File: config.mk
export PLATFORM = sky130hd
export DESIGN_NAME = usb_dp_seq
export DESIGN_NICKNAME = d
export VERILOG_FILES = /design/src/rtl/usb_dp_pkg.sv /design/src/rtl/usb_dp_tx.sv /design/src/rtl/usb_dp_rx.sv /design/src/rtl/usb_dp_seq.sv
export SDC_FILE = /design/constraint.sdc
export NUM_CORES = 1
export LEC_CHECK = 0
export BUFFER_PORTS_ARGS = -buffer_cell sky130_fd_sc_hd__buf_2
export CORE_MARGIN = 4
export CORE_UTILIZATION = 25
export DETAILED_ROUTE_END_ITERATION = 8
export PLACE_DENSITY_LB_ADDON = 0.12
export SYNTH_ARGS = -nofsm -noshare
export SYNTH_HDL_FRONTEND = slang
export SYNTH_SLANG_ARGS = --single-unit
File: constraint.sdc
create_clock -name clk -period 3.3 [get_ports clk]
set_clock_uncertainty 0.2 [all_clocks]
set_input_delay 0.495 -clock clk [delete_from_list [all_inputs] [get_ports clk]]
set_output_delay 0.495 -clock clk [all_outputs]
set_load 0.005 [all_outputs]
File: src/rtl/usb_dp_pkg.sv
package usb_dp_pkg;

    localparam logic [7:0]  SYNC_PAT  = 8'h80;
    localparam logic [7:0]  PID_DATA0 = 8'hC3;
    localparam logic [7:0]  PID_DATA1 = 8'h4B;
    localparam logic [15:0] CRC_POLY  = 16'h8005;
    localparam logic [15:0] CRC_INIT  = 16'hFFFF;
    localparam logic [15:0] CRC_GOOD  = 16'h800D;

    typedef enum logic [2:0] {
        TX_IDLE, TX_SYNC, TX_PID, TX_DATA, TX_CRC, TX_EOP, TX_J, TX_DONE
    } tx_state_e;

    typedef enum logic [2:0] {
        RX_IDLE, RX_SYNC, RX_PID, RX_DATA, RX_DONE
    } rx_state_e;

    // one serial step of the CRC16 shift register
    function automatic logic [15:0] crc16_next(input logic [15:0] c, input logic b);
        logic fb;
        fb = c[15] ^ b;
        return {c[14:0], 1'b0} ^ (fb ? CRC_POLY : 16'h0000);
    endfunction

    function automatic logic [7:0] data_pid(input logic tog);
        return tog ? PID_DATA1 : PID_DATA0;
    endfunction

endpackage

File: src/rtl/usb_dp_tx.sv
module usb_dp_tx
    import usb_dp_pkg::*;
#(
    parameter int ADDR_W = 6
) (
    input  logic              clk,
    input  logic              rst_n,
    input  logic              start,
    input  logic              toggle,
    input  logic              dir,
    input  logic [ADDR_W:0]   size1,
    input  logic [ADDR_W:0]   size2,
    input  logic              bit_stb,
    input  logic [7:0]        rd_data,
    output logic              rd_buf,
    output logic [ADDR_W-1:0] rd_addr,
    output logic              tx_oe,
    output logic              tx_bit,
    output logic              tx_se0,
    output logic              done
);
    localparam int CNT_W = ADDR_W + 1;

    typedef struct packed {
        tx_state_e        st;
        logic [3:0]       bitc;
        logic [CNT_W-1:0] nbyte;
        logic [CNT_W-1:0] len;
        logic [15:0]      crc;
        logic             sel;
        logic [7:0]       pid;
    } tx_reg_t;

    tx_reg_t q, d;
    logic cur_bit, oe_c, se0_c;
    logic [CNT_W-1:0] nbyte_inc;

    always_comb begin
        d         = q;
        cur_bit   = 1'b0;
        oe_c      = 1'b1;
        se0_c     = 1'b0;
        nbyte_inc = q.nbyte + {{(CNT_W-1){1'b0}}, 1'b1};
        case (q.st)
            TX_IDLE: begin
                oe_c = 1'b0;
                if (start) begin
                    d.st    = TX_SYNC;
                    d.bitc  = 4'd0;
                    d.nbyte = '0;
                    d.crc   = CRC_INIT;
                    d.sel   = ~dir;
                    d.len   = dir ? size1 : size2;
                    d.pid   = data_pid(toggle);
                end
            end
            TX_SYNC: begin
                cur_bit = SYNC_PAT[q.bitc[2:0]];
                if (bit_stb) begin
                    if (q.bitc == 4'd7) begin
                        d.st   = TX_PID;
                        d.bitc = 4'd0;
                    end else begin
                        d.bitc = q.bitc + 4'd1;
                    end
                end
            end
            TX_PID: begin
                cur_bit = q.pid[q.bitc[2:0]];
                if (bit_stb) begin
                    if (q.bitc == 4'd7) begin
                        d.bitc = 4'd0;
                        d.st   = (q.len == '0) ? TX_CRC : TX_DATA;
                    end else begin
                        d.bitc = q.bitc + 4'd1;
                    end
                end
            end
            TX_DATA: begin
                cur_bit = rd_data[q.bitc[2:0]];
                if (bit_stb) begin
                    d.crc = crc16_next(q.crc, cur_bit);
                    if (q.bitc == 4'd7) begin
                        d.bitc  = 4'd0;
                        d.nbyte = nbyte_inc;
                        if (nbyte_inc == q.len) d.st = TX_CRC;
                    end else begin
                        d.bitc = q.bitc + 4'd1;
                    end
                end
            end
            TX_CRC: begin
                cur_bit = ~q.crc[4'd15 - q.bitc];
                if (bit_stb) begin
                    if (q.bitc == 4'd15) begin
                        d.st   = TX_EOP;
                        d.bitc = 4'd0;
                    end else begin
                        d.bitc = q.bitc + 4'd1;
                    end
                end
            end
            TX_EOP: begin
                se0_c = 1'b1;
                if (bit_stb) begin
                    if (q.bitc == 4'd1) begin
                        d.st   = TX_J;
                        d.bitc = 4'd0;
                    end else begin
                        d.bitc = q.bitc + 4'd1;
                    end
                end
            end
            TX_J: begin
                cur_bit = 1'b1;
                if (bit_stb) d.st = TX_DONE;
            end
            TX_DONE: begin
                oe_c = 1'b0;
                d.st = TX_IDLE;
            end
            default: begin
                oe_c = 1'b0;
                d.st = TX_IDLE;
            end
        endcase
    end

    always_ff @(posedge clk or negedge rst_n) begin
        if (!rst_n) begin
            q <= '{st: TX_IDLE, bitc: 4'd0, nbyte: '0, len: '0,
                   crc: CRC_INIT, sel: 1'b0, pid: 8'h00};
        end else begin
            q <= d;
        end
    end

    assign tx_oe   = oe_c;
    assign tx_bit  = oe_c & cur_bit;
    assign tx_se0  = se0_c;
    assign rd_buf  = q.sel;
    assign rd_addr = q.nbyte[ADDR_W-1:0];
    assign done    = (q.st == TX_DONE);

    // a packet opens with a low sync bit
    assert_sync_starts_low_R1: assert property (@(posedge clk) disable iff (!rst_n)
        $rose(tx_oe) |-> !tx_bit);

    // the end of SE0 is followed by a J bit time
    assert_j_after_eop_R1: assert property (@(posedge clk) disable iff (!rst_n)
        $fell(tx_se0) |-> (tx_oe && tx_bit));

    // completion is a single-cycle pulse
    assert_tx_done_pulse_R9: assert property (@(posedge clk) disable iff (!rst_n)
        done |=> !done);

endmodule

File: src/rtl/usb_dp_rx.sv
module usb_dp_rx
    import usb_dp_pkg::*;
#(
    parameter int ADDR_W = 6
) (
    input  logic              clk,
    input  logic              rst_n,
    input  logic              start,
    input  logic              toggle,
    input  logic              dir,
    input  logic [ADDR_W:0]   size1,
    input  logic [ADDR_W:0]   size2,
    input  logic              bit_stb,
    input  logic              rx_bit,
    input  logic              rx_eop,
    output logic              wr_en,
    output logic              wr_buf,
    output logic [ADDR_W-1:0] wr_addr,
    output logic [7:0]        wr_data,
    output logic              done,
    output logic              tog_err,
    output logic              crc_err,
    output logic              size_err,
    output logic [ADDR_W+1:0] count
);
    localparam int CNT_W = ADDR_W + 1;
    localparam int NB_W  = ADDR_W + 2;

    typedef struct packed {
        rx_state_e        st;
        logic [2:0]       bitc;
        logic [7:0]       sh;
        logic [7:0]       h0;
        logic [7:0]       h1;
        logic [NB_W-1:0]  nb;
        logic [CNT_W-1:0] lim;
        logic [15:0]      crc;
        logic             sel;
        logic             pid_ok;
        logic             tog_e;
        logic             crc_e;
        logic             size_e;
        logic [NB_W-1:0]  cnt;
        logic             wen;
        logic [ADDR_W-1:0] waddr;
        logic [7:0]       wdata;
    } rx_reg_t;

    rx_reg_t q, d;
    logic [7:0]      byte_new;
    logic [NB_W-1:0] nb_inc, widx, payload, lim_x;
    logic            finish;

    always_comb begin
        d        = q;
        d.wen    = 1'b0;
        byte_new = {rx_bit, q.sh[7:1]};
        nb_inc   = (&q.nb) ? q.nb : q.nb + {{(NB_W-1){1'b0}}, 1'b1};
        widx     = q.nb - {{(NB_W-2){1'b0}}, 2'd2};
        payload  = (q.nb >= {{(NB_W-2){1'b0}}, 2'd2}) ? widx : '0;
        lim_x    = {1'b0, q.lim};
        finish   = 1'b0;
        case (q.st)
            RX_IDLE: begin
                if (start) begin
                    d.st     = RX_SYNC;
                    d.bitc   = 3'd0;
                    d.nb     = '0;
                    d.crc    = CRC_INIT;
                    d.sel    = dir;
                    d.lim    = dir ? size2 : size1;
                    d.pid_ok = 1'b0;
                    d.tog_e  = 1'b0;
                    d.crc_e  = 1'b0;
                    d.size_e = 1'b0;
                end
            end
            RX_SYNC: begin
                if (rx_eop) finish = 1'b1;
                else if (bit_stb && rx_bit) begin
                    d.st   = RX_PID;
                    d.bitc = 3'd0;
                end
            end
            RX_PID: begin
                if (rx_eop) finish = 1'b1;
                else if (bit_stb) begin
                    d.sh   = byte_new;
                    d.bitc = q.bitc + 3'd1;
                    if (q.bitc == 3'd7) begin
                        d.pid_ok = (byte_new == data_pid(toggle));
                        d.st     = RX_DATA;
                    end
                end
            end
            RX_DATA: begin
                if (rx_eop) finish = 1'b1;
                else if (bit_stb) begin
                    d.crc  = crc16_next(q.crc, rx_bit);
                    d.sh   = byte_new;
                    d.bitc = q.bitc + 3'd1;
                    if (q.bitc == 3'd7) begin
                        // the byte two places back is known to be payload
                        if ((q.nb >= {{(NB_W-2){1'b0}}, 2'd2}) && q.pid_ok && (widx < lim_x)) begin
                            d.wen   = 1'b1;
                            d.waddr = widx[ADDR_W-1:0];
                            d.wdata = q.h1;
                        end
                        d.h1 = q.h0;
                        d.h0 = byte_new;
                        d.nb = nb_inc;
                    end
                end
            end
            RX_DONE: d.st = RX_IDLE;
            default: d.st = RX_IDLE;
        endcase
        if (finish) begin
            d.st     = RX_DONE;
            d.tog_e  = ~q.pid_ok;
            d.crc_e  = (q.crc != CRC_GOOD);
            d.size_e = (payload > lim_x);
            d.cnt    = payload;
        end
    end

    always_ff @(posedge clk or negedge rst_n) begin
        if (!rst_n) begin
            q <= '{st: RX_IDLE, bitc: 3'd0, sh: 8'h00, h0: 8'h00, h1: 8'h00,
                   nb: '0, lim: '0, crc: CRC_INIT, sel: 1'b0, pid_ok: 1'b0,
                   tog_e: 1'b0, crc_e: 1'b0, size_e: 1'b0, cnt: '0,
                   wen: 1'b0, waddr: '0, wdata: 8'h00};
        end else begin
            q <= d;
        end
    end

    assign wr_en    = q.wen;
    assign wr_buf   = q.sel;
    assign wr_addr  = q.waddr;
    assign wr_data  = q.wdata;
    assign done     = (q.st == RX_DONE);
    assign tog_err  = q.tog_e;
    assign crc_err  = q.crc_e;
    assign size_err = q.size_e;
    assign count    = q.cnt;

    // a write never reaches the receive limit
    assert_write_in_limit_R7: assert property (@(posedge clk) disable iff (!rst_n)
        wr_en |-> ({1'b0, wr_addr} < q.lim));

    // a rejected PID suppresses every following write
    assert_no_write_bad_pid_R5: assert property (@(posedge clk) disable iff (!rst_n)
        (q.st == RX_DATA && !q.pid_ok) |=> !wr_en);

    // completion is a single-cycle pulse
    assert_rx_done_pulse_R9: assert property (@(posedge clk) disable iff (!rst_n)
        done |=> !done);

endmodule

File: src/rtl/usb_dp_seq.sv
module usb_dp_seq
    import usb_dp_pkg::*;
#(
    parameter int ADDR_W = 6
) (
    input  logic              clk,
    input  logic              rst_n,
    input  logic              start_tx,
    input  logic              start_rx,
    input  logic              toggle,
    input  logic              dir,
    input  logic [ADDR_W:0]   size_ep1,
    input  logic [ADDR_W:0]   size_ep2,
    input  logic              bit_stb,
    output logic              tx_oe,
    output logic              tx_bit,
    output logic              tx_se0,
    output logic              rd_buf,
    output logic [ADDR_W-1:0] rd_addr,
    input  logic [7:0]        rd_data,
    input  logic              rx_bit,
    input  logic              rx_eop,
    output logic              wr_en,
    output logic              wr_buf,
    output logic [ADDR_W-1:0] wr_addr,
    output logic [7:0]        wr_data,
    input  logic              clr_tog,
    input  logic              clr_crc,
    input  logic              clr_size,
    output logic              err_tog,
    output logic              err_crc,
    output logic              err_size,
    output logic              done,
    output logic [ADDR_W+1:0] rx_count
);
    typedef struct packed {
        logic tog;
        logic crc;
        logic size;
    } flag_t;

    flag_t q, d;
    logic  tx_done, rx_done, c_tog, c_crc, c_size;

    usb_dp_tx #(.ADDR_W(ADDR_W)) u_tx (
        .clk(clk), .rst_n(rst_n), .start(start_tx), .toggle(toggle), .dir(dir),
        .size1(size_ep1), .size2(size_ep2), .bit_stb(bit_stb), .rd_data(rd_data),
        .rd_buf(rd_buf), .rd_addr(rd_addr), .tx_oe(tx_oe), .tx_bit(tx_bit),
        .tx_se0(tx_se0), .done(tx_done)
    );

    usb_dp_rx #(.ADDR_W(ADDR_W)) u_rx (
        .clk(clk), .rst_n(rst_n), .start(start_rx), .toggle(toggle), .dir(dir),
        .size1(size_ep1), .size2(size_ep2), .bit_stb(bit_stb), .rx_bit(rx_bit),
        .rx_eop(rx_eop), .wr_en(wr_en), .wr_buf(wr_buf), .wr_addr(wr_addr),
        .wr_data(wr_data), .done(rx_done), .tog_err(c_tog), .crc_err(c_crc),
        .size_err(c_size), .count(rx_count)
    );

    always_comb begin
        d      = q;
        d.tog  = (q.tog  & ~clr_tog)  | (rx_done & c_tog);
        d.crc  = (q.crc  & ~clr_crc)  | (rx_done & c_crc);
        d.size = (q.size & ~clr_size) | (rx_done & c_size);
    end

    always_ff @(posedge clk or negedge rst_n) begin
        if (!rst_n) q <= '0;
        else        q <= d;
    end

    assign err_tog  = q.tog;
    assign err_crc  = q.crc;
    assign err_size = q.size;
    assign done     = tx_done | rx_done;

    // flags drop only through their clear input
    assert_sticky_tog_R8: assert property (@(posedge clk) disable iff (!rst_n)
        (err_tog && !clr_tog) |=> err_tog);
    assert_sticky_crc_R8: assert property (@(posedge clk) disable iff (!rst_n)
        (err_crc && !clr_crc) |=> err_crc);
    assert_sticky_size_R8: assert property (@(posedge clk) disable iff (!rst_n)
        (err_size && !clr_size) |=> err_size);

endmodule

# ---- Word-level counts from Yosys, hierarchy flattened
# Memories as Yosys holds them, arrays and structs flattened.
# Cells that the tools add are included.
dict set report classes {
  n_eq_ne 48
  n_addsub 6
  reduce_logical 32
  n_lt_le_gt_ge 5
  mux 71
  bitwise 22
}
# op n
set ops {}
lappend ops {{16-bit two-way mux} 5}
lappend ops {{15-bit two-way mux} 5}
lappend ops {{35-bit two-way mux} 2}
lappend ops {{16-bit one-hot mux with 2 select lines} 2}
lappend ops {{7-bit two-way mux} 7}
lappend ops {{46-bit two-way mux} 1}
lappend ops {{14-bit two-way mux} 3}
lappend ops {{36-bit two-way mux} 1}
lappend ops {{3-bit two-way mux} 11}
lappend ops {{8-bit one-hot mux with 2 select lines} 2}
lappend ops {{16-bit XOR} 2}
lappend ops {{2-bit != test, second input constant} 14}
lappend ops {{24-bit two-way mux} 1}
lappend ops {{8-bit two-way mux} 3}
lappend ops {{3-bit one-hot mux with 4 select lines} 2}
lappend ops {{3-bit one-hot mux with 8 select lines} 1}
lappend ops {{4-bit one-hot mux with 6 select lines} 1}
lappend ops {{2-bit by 1-bit != test with 1-bit output, second input constant} 10}
lappend ops {{3-bit == test, second input constant} 6}
lappend ops {{6-bit two-way mux} 3}
lappend ops {{16-bit != test, second input constant} 1}
lappend ops {{8-bit AND reduction} 2}
lappend ops {{5-bit AND reduction} 3}
lappend ops {{7-bit one-hot mux with 2 select lines} 1}
lappend ops {{other kinds (45)} 95}
dict set report totals {
  output_inout_bits 38
  input_bits 34
  romBits 8
  register_bits 138
  mem_count 1
  wordCells 212
}
# name depth word_bits read_ports rd_ports_with_merged_regs write_ports line_no
set mem_list {}
lappend mem_list {{(name not given)} 8 1 1 0 0 usb_dp_tx.sv:58} ;# cur_bit = SYNC_PAT[q.bitc[2:0]];

# ---- Longest topological paths before layout
# Gate-level depths: netlist of the first run.
dict set report logic_depth {
  word_depth 8
  depth_mapped 12
  depth_no_buf 11
}

# ---- Hierarchy
# A second synthesis of the first run with hierarchy kept.
dict set report unflattened {
  hier_cells 678
  area_unflattened_um2 7056.8
}
# mod n_inst area_each_um2 seq_area_each_um2 cells_per_inst
set modules_own_cells {}
lappend modules_own_cells {usb_dp_rx 1 4416.7 2222.1 399}
lappend modules_own_cells {usb_dp_tx 1 2521.2 1046.0 266}
lappend modules_own_cells {usb_dp_seq 1 118.9 75.1 13}

# ---- Least setup slack after synthesis of the first run
# OpenSTA, ideal clock, no wires.
dict set report synth_timing {
  path_type {reg-to-reg}
  start {register u_rx.q[55] (netlist bit)}
  end {register u_rx.q, in the netlist u_rx.size_err}
  setup_time_ps 130
  path_stages_with_launch 13
  required_ps 2970
  path_slack_ps 324
  period_less_slack_ps 2976
  arrival_ps 2645
  path_buffers 1
  path_cell_list {dfrtp_1 -> buf_6 -> or3_4 -> or4_4 -> nor3_2 -> nor2_1 -> ha_1 -> nor2b_1 -> o21a_1 -> o21ai_0 -> a21oi_1 -> nor3_1 -> o31ai_1}
}
dict set report synth_via {
  elab_chain_cells 4
  elab_cells_between_ends 5
  classes_between {add/sub (1); order compare (2); mux (2)}
}
# item line_no
set synth_rtl {}
lappend synth_rtl {{from (decl)} usb_dp_rx.sv:49} ;# rx_reg_t q, d;
lappend synth_rtl {{from (signal assigned)} usb_dp_rx.sv:129} ;# q <= '{st: RX_IDLE, bitc: 3'd0, sh: 8'h00, h0: 8'h00, h1: 8'h00,
lappend synth_rtl {{8-bit by 2-bit >= comparator with 1-bit output} usb_dp_rx.sv:60} ;# payload = (q.nb >= {{(NB_W-2){1'b0}}, 2'd2}) ? widx : '0;
lappend synth_rtl {{8-bit two-way mux} usb_dp_rx.sv:60}
lappend synth_rtl {{via u_rx.payload[1]} usb_dp_rx.sv:51} ;# logic [NB_W-1:0] nb_inc, widx, payload, lim_x;
lappend synth_rtl {{8-bit by 7-bit > comparator with 1-bit output} usb_dp_rx.sv:122} ;# d.size_e = (payload > lim_x);
lappend synth_rtl {{11-bit two-way mux} usb_dp_rx.sv:118} ;# if (finish) begin
# The timed path passes the listed nets, and every way through them passes these cells.
# A chain may end at the register's enable or synchronous reset.

# ---- Worst setup path after layout of the first run
dict set report layout_timing {
  start {register u_tx.q[40] (netlist bit)}
  end {output tx_bit}
}
dict set report layout_via {
  elab_chain_cells 6
  elab_cells_between_ends 12
  classes_between {add/sub (1); mux (8); bitwise (2); memory (1)}
}
# item line_no
set layout_rtl {}
lappend layout_rtl {{from (decl)} usb_dp_tx.sv:34} ;# tx_reg_t q, d;
lappend layout_rtl {{from (signal assigned)} usb_dp_tx.sv:131} ;# q <= '{st: TX_IDLE, bitc: 4'd0, nbyte: '0, len: '0,
lappend layout_rtl {{4-bit subtractor} usb_dp_tx.sv:93} ;# cur_bit = ~q.crc[4'd15 - q.bitc];
lappend layout_rtl {{1-bit binary-select mux with 4-bit select} usb_dp_tx.sv:93}
lappend layout_rtl {{1-bit two-way mux (not written as such)} usb_dp_tx.sv:93}
lappend layout_rtl {{1-bit NOT} usb_dp_tx.sv:93}
lappend layout_rtl {{1-bit one-hot mux with 5 select lines *} usb_dp_tx.sv:44} ;# case (q.st)
lappend layout_rtl {{1-bit AND *} usb_dp_tx.sv:139} ;# assign tx_bit = oe_c & cur_bit;
lappend layout_rtl {{to (decl)} usb_dp_seq.sv:16} ;# output logic tx_bit,
# Mark *: on every way between the ends. The rest lies on a longest branch, timed or not. The select of a mux whose other input is x is not followed.

==> impl_metrics.toml, run 1 <==
[setup_path]
critical_path.endpoint_type = "output pin"
required_ps = 2600
worstSetupStartpoint = "u_tx.q[40]"
r2r_start = "u_rx.q[52]"
timing.setup.critical_path_class = "reg2out"
timing.critical_path.arrival_ps = 2400
biggest_fanout_along_the_worst_timing_path = 12
start_kind = "flop"

[clock_tree]
ctsLongestPathBuffers = 2
cts_num_sinks = 132
cts_made_buffers = 17
worst_skew_pair.late_latency_ps = 420
htree_levels = 4
cts.clk_slew.worst_paths_ps = 70
cts_tree = "yes"
cts_root_buf = "sky130_fd_sc_hd__clkbuf_16"
number_of_setup_buffers_added_after_cts = 0

[power]
worst_ir_drop_vdd_v = 0.000276
power.total_w = 0.00592
leakage_nw = 3.83
pwr_density_cell_nw_per_um2 = 716

[placed_design]
detailed_place.area_sq_um = 7640
routabilityCongestion = 0.853
placement.setup.worst_slack_ps = 261
numPortBuffers = 71
dp_cells = 1123
post-dp-hpwl_microns = 13200

[sta]
max-slew-margin-rel_pct = 55.5
slew_viol_final = 0
timing.final.crit_period_ps = 3090
timing.setup.tns_ps = 0
clock.fmax_mhz = 323
setup_viol_count_final = 0
timing.final.ws_setup_ps = 206
final_hold_viol_count = 0
tightestPinTransition_ps = 665
final.period_utilization_pct = 93.7
rsz0062_at_grt = "false"

[global_routing]
global_route_layer_with_the_greatest_usage = "met2"
overflow = 0
groute.layer.met1.usage_pct = 16.6
groute.usage.overall_pct = 11.8
maximum_number_of_pins_on_one_net_before_global_route_repair = 52
global_route_wire_length_before_repair_microns = 29100
global_route.usage.met3_pct = 2.69
gr_util_met2_pct = 18.5
antenna_violations_before_repair = 0
number_of_global_route_vias_before_repair = 5308

[synthesis]
synthArstFlopShare_pct = 100
synth.cell_area_sq_um = 7050
ys_seq_area_share_pct = 47.4
synth_edf_count = 0
yosys_most_used_dff = "sky130_fd_sc_hd__dfrtp_1"
yosys.cell_types.count = 60
syn_area_per_cell_sq_um = 9.75
synth-seq-cells = 132
yosys_warnings = 0
postSynthCellCount = 723
synth_nets = 780

[cells_and_area]
fin_area_sq_um = 8270
drive_above_1_share_pct = 25.1
diodes = 0
layout.area.seq_sq_um = 3340
final-instance-count-excl-fill = 1156
multi_input_comb_area_sq_um = 3230
final_net_count = 822
final_common_cell = "sky130_fd_sc_hd__nand2_1"
flow.area_growth_from_synthesis_pct = 17.3
fillerInstances = 2964
final_cell_mix = "sky130_fd_sc_hd__nand2_1, sky130_fd_sc_hd__dfrtp_1, sky130_fd_sc_hd__buf_2"

[die]
floorplan.die.height_microns = 176
top_level_ports = 72
start_util_pct = 25.4
core_area_sq_um = 27800
core.rowCount = 61
fp.dieW_microns = 176
die-area_sq_um = 30900

[routing]
vias_per_cell = 4.52
finalWirelength_microns = 17900
drt.antenna.violating_nets = 0
route.detailed.drc = 0
detailedRoute.firstPassIterationCount = 4
wl_per_cell_microns = 15.5
initialDrtViolationCount = 237
via_count = 5226

[status]
run_status = "finished, final reports clean"

[worst_hold_path]
timing.hold.worst.start = "clr_crc"
hold_class = "in2reg"

[run]
max_cap_viol_count = 0
-- metrics by stage --
step                      hold slack [ps]  utilization (%)
final                                43.1             29.8
after global routing                 38.5             29.8
after CTS                            25.6             29.8
after detailed placement              271             27.5
after global placement                260             27.5
after floorplan                    -0.591                -
-- flip-flops by register name, summed over array words and instances (netlist names), 6 cells and up --
signal and flops:
u_rx.q 47, u_tx.q 34, u_rx.count 8, u_rx.wr_data 8, u_rx.byte_new 7, u_rx.lim_x 7
u_rx.wr_addr 6, u_tx.rd_addr 6
-- cells by family after synthesis --
logic type	synth area share, %
AND/OR/NAND/NOR	17.1
adder cells (fa/ha/maj)	4.08
multiplexers	8.87
flip-flops	47.4
AO/OA/AOI/OAI	12.7
XOR/XNOR	2.98
buffers and inverters	6.83
-- per-layer routing --
metal  wire length, microns  part of all wire, %
met3                    500                  2.8
met1                   8970                   50
met4                    175                 0.98
met2                   8230                   46
met5                      0                    0
-- area by class of cell --
class | count | area share [%]
Inverter | 27 | 1.23
Timing Repair Buffer | 89 | 6.04
Clock inverter | 14 | 2.28
Clock buffer | 18 | 5.19
Sequential cell | 132 | 40.4
Multi-Input combinational cell | 498 | 39.1
Tap cell | 378 | 5.72
-- what timing repair did --
item,CTS,global route
resized for setup,0,1
endpoints found under the hold margin,32,0
hold buffers,1,0
endpoints found under the setup margin,0,1
-- synth_stat cells, types with 2 or more instances --
library cell                count  share of area, %
sky130_fd_sc_hd__and3_1         3              0.27
sky130_fd_sc_hd__xnor2_1       14               1.7
sky130_fd_sc_hd__buf_2          3              0.21
sky130_fd_sc_hd__ha_1          23               4.1
sky130_fd_sc_hd__xor2_1        10               1.2
sky130_fd_sc_hd__nand4_1        5              0.44
sky130_fd_sc_hd__buf_4         28               3.0
sky130_fd_sc_hd__dfstp_2       32                12
sky130_fd_sc_hd__mux2_4        10               2.1
sky130_fd_sc_hd__or3_4          2              0.32
sky130_fd_sc_hd__a211oi_1       3              0.32
sky130_fd_sc_hd__inv_1         27               1.4
sky130_fd_sc_hd__clkbuf_1      30               1.6
sky130_fd_sc_hd__mux2_2        14               2.2
sky130_fd_sc_hd__a21oi_1       26               1.8
sky130_fd_sc_hd__a21o_1         3              0.32
sky130_fd_sc_hd__nor4_1         2              0.18
sky130_fd_sc_hd__buf_1          3              0.16
sky130_fd_sc_hd__nor2_1        58               3.1
sky130_fd_sc_hd__nand2_1      117               6.2
sky130_fd_sc_hd__mux2i_1       16               2.3
sky130_fd_sc_hd__o21ai_0       64               4.5
sky130_fd_sc_hd__nand3b_1       4              0.43
sky130_fd_sc_hd__nor4b_1        3              0.37
sky130_fd_sc_hd__o2111ai_1      2              0.25
sky130_fd_sc_hd__o21a_1         4              0.43
sky130_fd_sc_hd__nor2b_1        5              0.44
sky130_fd_sc_hd__and2_1         3              0.27
sky130_fd_sc_hd__o22a_1        15               1.9
sky130_fd_sc_hd__nand3_1       19               1.3
sky130_fd_sc_hd__o31ai_1       11               1.2
sky130_fd_sc_hd__dfrtp_1      100                35
sky130_fd_sc_hd__nor3_1        13              0.92
sky130_fd_sc_hd__nand2b_1       7              0.62
sky130_fd_sc_hd__a31oi_1        5              0.44
sky130_fd_sc_hd__o22ai_1        2              0.18
sky130_fd_sc_hd__nor3b_1        5              0.53
sky130_fd_sc_hd__a221oi_1       2              0.25
sky130_fd_sc_hd__and3b_1        2              0.25
sky130_fd_sc_hd__or2_2          2              0.18
sky130_fd_sc_hd__mux4_2         7               2.2
-- critical path, cell delays in order, from the launching register on --
cell and delay [ps]:
sky130_fd_sc_hd__dfrtp_1 680, sky130_fd_sc_hd__mux4_2 410, sky130_fd_sc_hd__mux4_2 450, sky130_fd_sc_hd__o21ai_0 160, sky130_fd_sc_hd__o21a_1 160, sky130_fd_sc_hd__buf_2 110
-- power breakdown --
part	switching, W	internal (W)	total, W
clock network	0.000790	0.00122	0.00201
registers	0.000377	0.00201	0.00239
logic	0.000840	0.000688	0.00153
total	0.00201	0.00392	0.00592
-- worst paths after layout --
path                                    to  slack, ps  cells past startpoint
setup reg to reg           u_rx.wr_addr[1]        250                     11
min in group asynchronous  u_tx.rd_addr[2]        390                      2
setup / recovery                    tx_bit        210                      5
hold reg to reg              u_rx.count[5]        280                      2
hold / removal                     err_crc         40                      2
max in group asynchronous    u_rx.count[6]       1630                      3
No activity file was read; power rests on OpenSTA's default activity.
==> run 2: changes to the inputs <==
- SYNTH_HIERARCHICAL: unset -> 1
==> impl_metrics.toml, run 2 <==
[status]
run_status = "finished, final reports clean"

[setup_path]
start_kind = "flop"
timing.setup.critical_path_class = "reg2reg"
ff2ff_path_depth = 10
timing.critical_path.arrival_ps = 3240
biggest_fanout_along_the_worst_timing_path = 6
critical_path.endpoint_type = "flop"
required_ps = 3450

[clock_tree]
cts_tree = "yes"
ctsLongestPathBuffers = 2
htree_levels = 4
cts_made_buffers = 17
worst_skew_pair.late_latency_ps = 410
cts_root_buf = "sky130_fd_sc_hd__clkbuf_16"
cts_num_sinks = 132
cts.clk_slew.worst_paths_ps = 60

[sta]
clock.fmax_mhz = 324
final_hold_viol_count = 0
setup_viol_count_final = 0
final.period_utilization_pct = 93.5
tightestPinTransition_ps = 765
slew_viol_final = 0
timing.final.crit_period_ps = 3080
max-slew-margin-rel_pct = 48.8
timing.final.ws_setup_ps = 216

[power]
leakage_nw = 3.74
comb_power_share_pct = 25.0
pwr-share-seq_pct = 41.0
power.internal_w = 0.00380
switching_power_w = 0.00195
power_switching_share_pct = 33.9
worst_ir_drop_vdd_v = 0.000353
pwr_density_cell_nw_per_um2 = 690
power.share.clock_pct = 34.0
power.total_w = 0.00575

[cells_and_area]
final_net_count = 785
final-instance-count-excl-fill = 1119
diodes = 0
flow.area_growth_from_synthesis_pct = 18.0
biggestRegsByFlops = "u_rx/q: 47 flops, u_tx/q: 34 flops"
fin_area_sq_um = 8330
final_cell_mix = "sky130_fd_sc_hd__dfrtp_1, sky130_fd_sc_hd__buf_2, sky130_fd_sc_hd__nor2_1"
multi_input_comb_area_sq_um = 3260
fillerInstances = 2919
final_common_cell = "sky130_fd_sc_hd__dfrtp_1"
register_with_the_highest_flop_count = "u_rx/q"
largest_register_ffs = 47
drive_above_1_share_pct = 30.0
layout.area.seq_sq_um = 3340

[synthesis]
yosys.cell_count.top_type = "sky130_fd_sc_hd__dfrtp_1"
synthDominantAreaCellType = "sky130_fd_sc_hd__dfrtp_1"
synth_edf_count = 0
postSynthCellCount = 678
post-synth-top-area-fraction_pct = 35.5
synth_nets = 735
synthArstFlopShare_pct = 100
synth.area.top_cells = "sky130_fd_sc_hd__dfrtp_1, sky130_fd_sc_hd__dfstp_2, sky130_fd_sc_hd__mux2_2, sky130_fd_sc_hd__o21ai_0, sky130_fd_sc_hd__ha_1"
yosys_most_used_dff = "sky130_fd_sc_hd__dfrtp_1"
synth.cell_area_sq_um = 7060
synth_commonest_cells = "sky130_fd_sc_hd__dfrtp_1, sky130_fd_sc_hd__nor2_1, sky130_fd_sc_hd__o21ai_0"
ys_seq_area_share_pct = 47.4
yosys.cell_types.count = 70
synth-seq-cells = 132
syn_area_per_cell_sq_um = 10.4
yosys_warnings = 6

[die]
start_util_pct = 25.4
core.rowCount = 61
die-area_sq_um = 31000
core_area_sq_um = 27800
floorplan.die.height_microns = 176
fp.dieW_microns = 176
top_level_ports = 72

[routing]
finalWirelength_microns = 17100
route.detailed.drc = 0
detailedRoute.firstPassIterationCount = 4
vias_per_cell = 4.55
via_count = 5095
drt.antenna.violating_nets = 0
initialDrtViolationCount = 319
wl_per_cell_microns = 15.3

[global_routing]
antenna_violations_before_repair = 0
overflow = 0
groute.usage.overall_pct = 11.4
maximum_number_of_pins_on_one_net_before_global_route_repair = 48
number_of_global_route_vias_before_repair = 5325
global_route_wire_length_before_repair_microns = 28300

[worst_hold_path]
hold_class = "in2reg"
whs_path_depth = 2

[placed_design]
post-dp-hpwl_microns = 12500
dp_cells = 1085
placement.setup.worst_slack_ps = 160
detailed_place.area_sq_um = 7690
routabilityCongestion = 0.814
numPortBuffers = 71

[run]
max_cap_viol_count = 0
-- run 2: cell types whose count changed after synthesis, moves of 5 or more --
| cell | before | now |
|---|---|---|
| sky130_fd_sc_hd__o22a_1 | 15 | 0 |
| sky130_fd_sc_hd__mux4_1 | 0 | 5 |
| sky130_fd_sc_hd__nand3_1 | 19 | 14 |
| sky130_fd_sc_hd__nand2_1 | 117 | 60 |
| sky130_fd_sc_hd__clkbuf_1 | 30 | 23 |
| sky130_fd_sc_hd__nor2_1 | 58 | 65 |
| sky130_fd_sc_hd__mux2_2 | 14 | 35 |
| sky130_fd_sc_hd__and2_1 | 3 | 8 |
| sky130_fd_sc_hd__inv_1 | 27 | 21 |
| sky130_fd_sc_hd__mux4_2 | 7 | 1 |
-- run 2: final cells by class --
type / instances / area share (%)
Tap cell: 378 / 5.68
Sequential cell: 132 / 40.2
Timing Repair Buffer: 95 / 6.69
Clock inverter: 15 / 2.18
Clock buffer: 17 / 5.11
Inverter: 22 / 0.992
Multi-Input combinational cell: 460 / 39.2
-- run 2: layer usage --
layer / share of wire [%] / GRT usage (%) / up-vias
met5: 0 / 0 / -
met4: 1.6 / 4.16 / 0
met3: 2.4 / 2.18 / 18
met2: 47 / 18.4 / 59
met1: 49 / 15.2 / 2542
li1: - / - / 2476
-- run 2: power groups by stage --
stage	combinational (W)	clock, W	sequential (W)
floorplan	0.00119	0	0.00220
global placement	0.00143	0	0.00238
detailed placement	0.00145	0	0.00239
CTS	0.00146	0.00202	0.00236
global route	0.00166	0.00210	0.00242
finish	0.00144	0.00195	0.00236
-- run 2: kinds of logic after synthesis --
family | count (synthesis) | share of synthesized area, %
xor+xnor | 19 | 2.36
buf+inv | 86 | 6.60
compound gates | 141 | 12.0
mux | 68 | 12.5
fa+ha+maj | 23 | 4.08
simple gates | 209 | 15.1
flops | 132 | 47.4
-- run 2: metrics by stage --
stage               TNS [ps]  hold slack (ps)  util (%)
finish                     0             68.7      30.0
global route           -16.9             49.4      30.0
CTS                        0             41.5      29.9
detailed placement         0              262      27.7
global placement           0              258      27.7
floorplan                  0           -0.591         -
-- run 2: worst max-delay path, stage by stage, from the launching register on --
cell	delay (ps)
sky130_fd_sc_hd__dfrtp_1	430
sky130_fd_sc_hd__or4_4	530
sky130_fd_sc_hd__or3_1	390
sky130_fd_sc_hd__nor3_4	250
sky130_fd_sc_hd__nor2_1	70
sky130_fd_sc_hd__ha_1	300
sky130_fd_sc_hd__nand2_1	70
sky130_fd_sc_hd__nor3b_1	160
sky130_fd_sc_hd__o21ai_0	100
sky130_fd_sc_hd__a2111oi_1	360
sky130_fd_sc_hd__a211o_1	160
-- run 2: final timing paths --
kind / from / slack [ps] / to
setup / recovery: u_rx/q[53] / 220 / u_rx/size_err
hold / removal: clr_size / 70 / err_size
setup reg to reg: u_rx/q[53] / 220 / u_rx/size_err
hold reg to reg: u_rx/count[7] / 270 / u_rx/count[7]
max in group asynchronous: rst_n / 1780 / u_rx/q[52]
min in group asynchronous: rst_n / 400 / u_rx/lim_x[1]
-- run 2: what timing repair did --
item,in CTS,in global routing
setup endpoints to repair,0,2
hold endpoints to repair,27,0
gates resized for setup,0,3
buffers inserted,0,1
hold buffers,1,0
==> run 3: changes to the inputs <==
- CTS_CLUSTER_SIZE: unset -> 14
- PLACE_DENSITY_LB_ADDON: 0.12 -> unset
==> impl_metrics.toml, run 3 (synthesized netlist as in run 2, its figures left out) <==
[setup_path]
worst_reg2reg_setup_slack_ps = 160
timing.setup.critical_path_class = "reg2reg"
critical_path.reg2reg.endpoint = "u_rx/size_err"
start_kind = "flop"
critical_path.endpoint_type = "flop"
required_ps = 3460
biggest_fanout_along_the_worst_timing_path = 8
r2r_start = "u_rx/q[54]"
timing.critical_path.arrival_ps = 3300
ff2ff_path_depth = 10

[die]
core_area_sq_um = 27800
top_level_ports = 72
start_util_pct = 25.4
fp.dieW_microns = 176
core.rowCount = 61
die-area_sq_um = 31000
floorplan.die.height_microns = 176

[power]
leakage_nw = 3.68
power.share.clock_pct = 32.1
power.total_w = 0.00556
comb_power_share_pct = 25.5
pwr-share-seq_pct = 42.4
pwr_density_cell_nw_per_um2 = 674
power.internal_w = 0.00369
worst_ir_drop_vdd_v = 0.000333
switching_power_w = 0.00187
power_switching_share_pct = 33.6

[routing]
wl_per_cell_microns = 14.5
detailedRoute.firstPassIterationCount = 5
vias_per_cell = 4.53
finalWirelength_microns = 16200
route.detailed.drc = 0
initialDrtViolationCount = 379
via_count = 5028
drt.antenna.violating_nets = 0

[status]
run_status = "finished, final reports clean"

[cells_and_area]
diodes = 0
final_cell_mix = "sky130_fd_sc_hd__dfrtp_1, sky130_fd_sc_hd__buf_2, sky130_fd_sc_hd__nor2_1"
final-instance-count-excl-fill = 1111
drive_above_1_share_pct = 29.2
final_common_cell = "sky130_fd_sc_hd__dfrtp_1"
flow.area_growth_from_synthesis_pct = 16.9
final_util_pct = 29.7
fillerInstances = 2926
largest_register_ffs = 47
biggestRegsByFlops = "u_rx/q: 47 flops, u_tx/q: 34 flops"
register_with_the_highest_flop_count = "u_rx/q"
final_net_count = 777
fin_area_sq_um = 8250

[worst_hold_path]
timing.hold.worst.start = "clr_size"
hold_end = "err_size"
whs_path_depth = 2
hold_class = "in2reg"

[clock_tree]
cts.clk_slew.worst_paths_ps = 60
cts_root_buf = "sky130_fd_sc_hd__clkbuf_16"
cts_num_sinks = 132
number_of_setup_buffers_added_after_cts = 0
ctsLongestPathBuffers = 2
cts_made_buffers = 17
htree_levels = 4
worst_skew_pair.late_latency_ps = 420
cts_tree = "yes"

[placed_design]
numPortBuffers = 71
dp_cells = 1078
detailed_place.area_sq_um = 7670
routabilityCongestion = 0.834
post-dp-hpwl_microns = 11600

[sta]
timing.final.crit_period_ps = 3140
max-slew-margin-rel_pct = 50.0
rsz0062_at_grt = "true"
final.period_utilization_pct = 95.1
tightestPinTransition_ps = 750
timing.setup.tns_ps = 0
clock.fmax_mhz = 319
setup_viol_count_final = 0
slew_viol_final = 0
final_hold_viol_count = 0

[run]
max_cap_viol_count = 0

[global_routing]
global_route_wire_length_before_repair_microns = 26500
number_of_global_route_vias_before_repair = 5036
antenna_violations_before_repair = 1
groute.usage.overall_pct = 10.7
overflow = 0
maximum_number_of_pins_on_one_net_before_global_route_repair = 79
-- run 3: changes by cell type in the layout (fill, tap and decap cells not counted), sizes merged --
cell      change
buf           -8
inv           -6
clkinv        +2
clkbuf        +1
bufinv        -1
clkinvlp      +4
-- run 3: how the worst max path moves through the flow --
stage,to,start,cells past startpoint
4_1_cts,tx_bit,u_tx/q[39],6
6_report,u_rx/size_err,u_rx/q[54],10
3_3_place_gp,u_rx/size_err,u_rx/q[54],10
3_5_place_dp,u_rx/size_err,u_rx/q[54],10
2_1_floorplan,u_rx/size_err,u_rx/q[55],10
5_1_grt,u_rx/size_err,u_rx/q[54],10
-- run 3: area by class of cell --
cell class | count | area (sq um) | share of cell area (%)
Multi-Input combinational cell | 460 | 3270 | 39.6
Clock inverter | 14 | 129 | 1.56
Clock buffer | 18 | 429 | 5.20
Tap cell | 378 | 473 | 5.73
Sequential cell | 132 | 3340 | 40.5
Inverter | 22 | 82.6 | 1.00
Timing Repair Buffer | 87 | 522 | 6.32
-- run 3: power by group through the flow --
stage	Sequential [W]	Clock, W	Combinational, W
4_1_cts	0.00236	0.00184	0.00143
2_1_floorplan	0.00220	0	0.00119
3_5_place_dp	0.00238	0	0.00142
3_3_place_gp	0.00237	0	0.00140
5_1_grt	0.00241	0.00191	0.00161
6_report	0.00236	0.00178	0.00142
-- run 3: metrics by stage --
| stage | hold slack, ps | worst slack [ps] |
|---|---|---|
| finish | 50.9 | 161 |
| global route | 32.6 | -28.2 |
| CTS | 34.4 | 51.6 |
| detailed placement | 276 | 121 |
| global placement | 257 | 216 |
| floorplan | -0.591 | 388 |
-- run 3: timing repair --
action	4_1_cts	5_1_grt
hold buffers	1	0
hold endpoints to repair	51	0
endpoints found under the setup margin	0	12
gates resized for setup	0	4
-- run 3: metal layers --
metal / GRT usage, % / wire, microns
met3: 2.63 / 584
met4: 4.09 / 286
met1: 14.4 / 7710
met5: 0 / 20
met2: 16.7 / 7550
-- run 3: critical path, cell delays in order (launching register included) --
cell and delay [ps]:
sky130_fd_sc_hd__dfrtp_1 470, sky130_fd_sc_hd__or4_4 580, sky130_fd_sc_hd__or3_1 380, sky130_fd_sc_hd__nor3_4 220, sky130_fd_sc_hd__nor2_1 80, sky130_fd_sc_hd__ha_1 300
sky130_fd_sc_hd__nand2_1 80, sky130_fd_sc_hd__nor3b_1 190, sky130_fd_sc_hd__o21ai_0 110, sky130_fd_sc_hd__a2111oi_1 340, sky130_fd_sc_hd__a211o_1 150
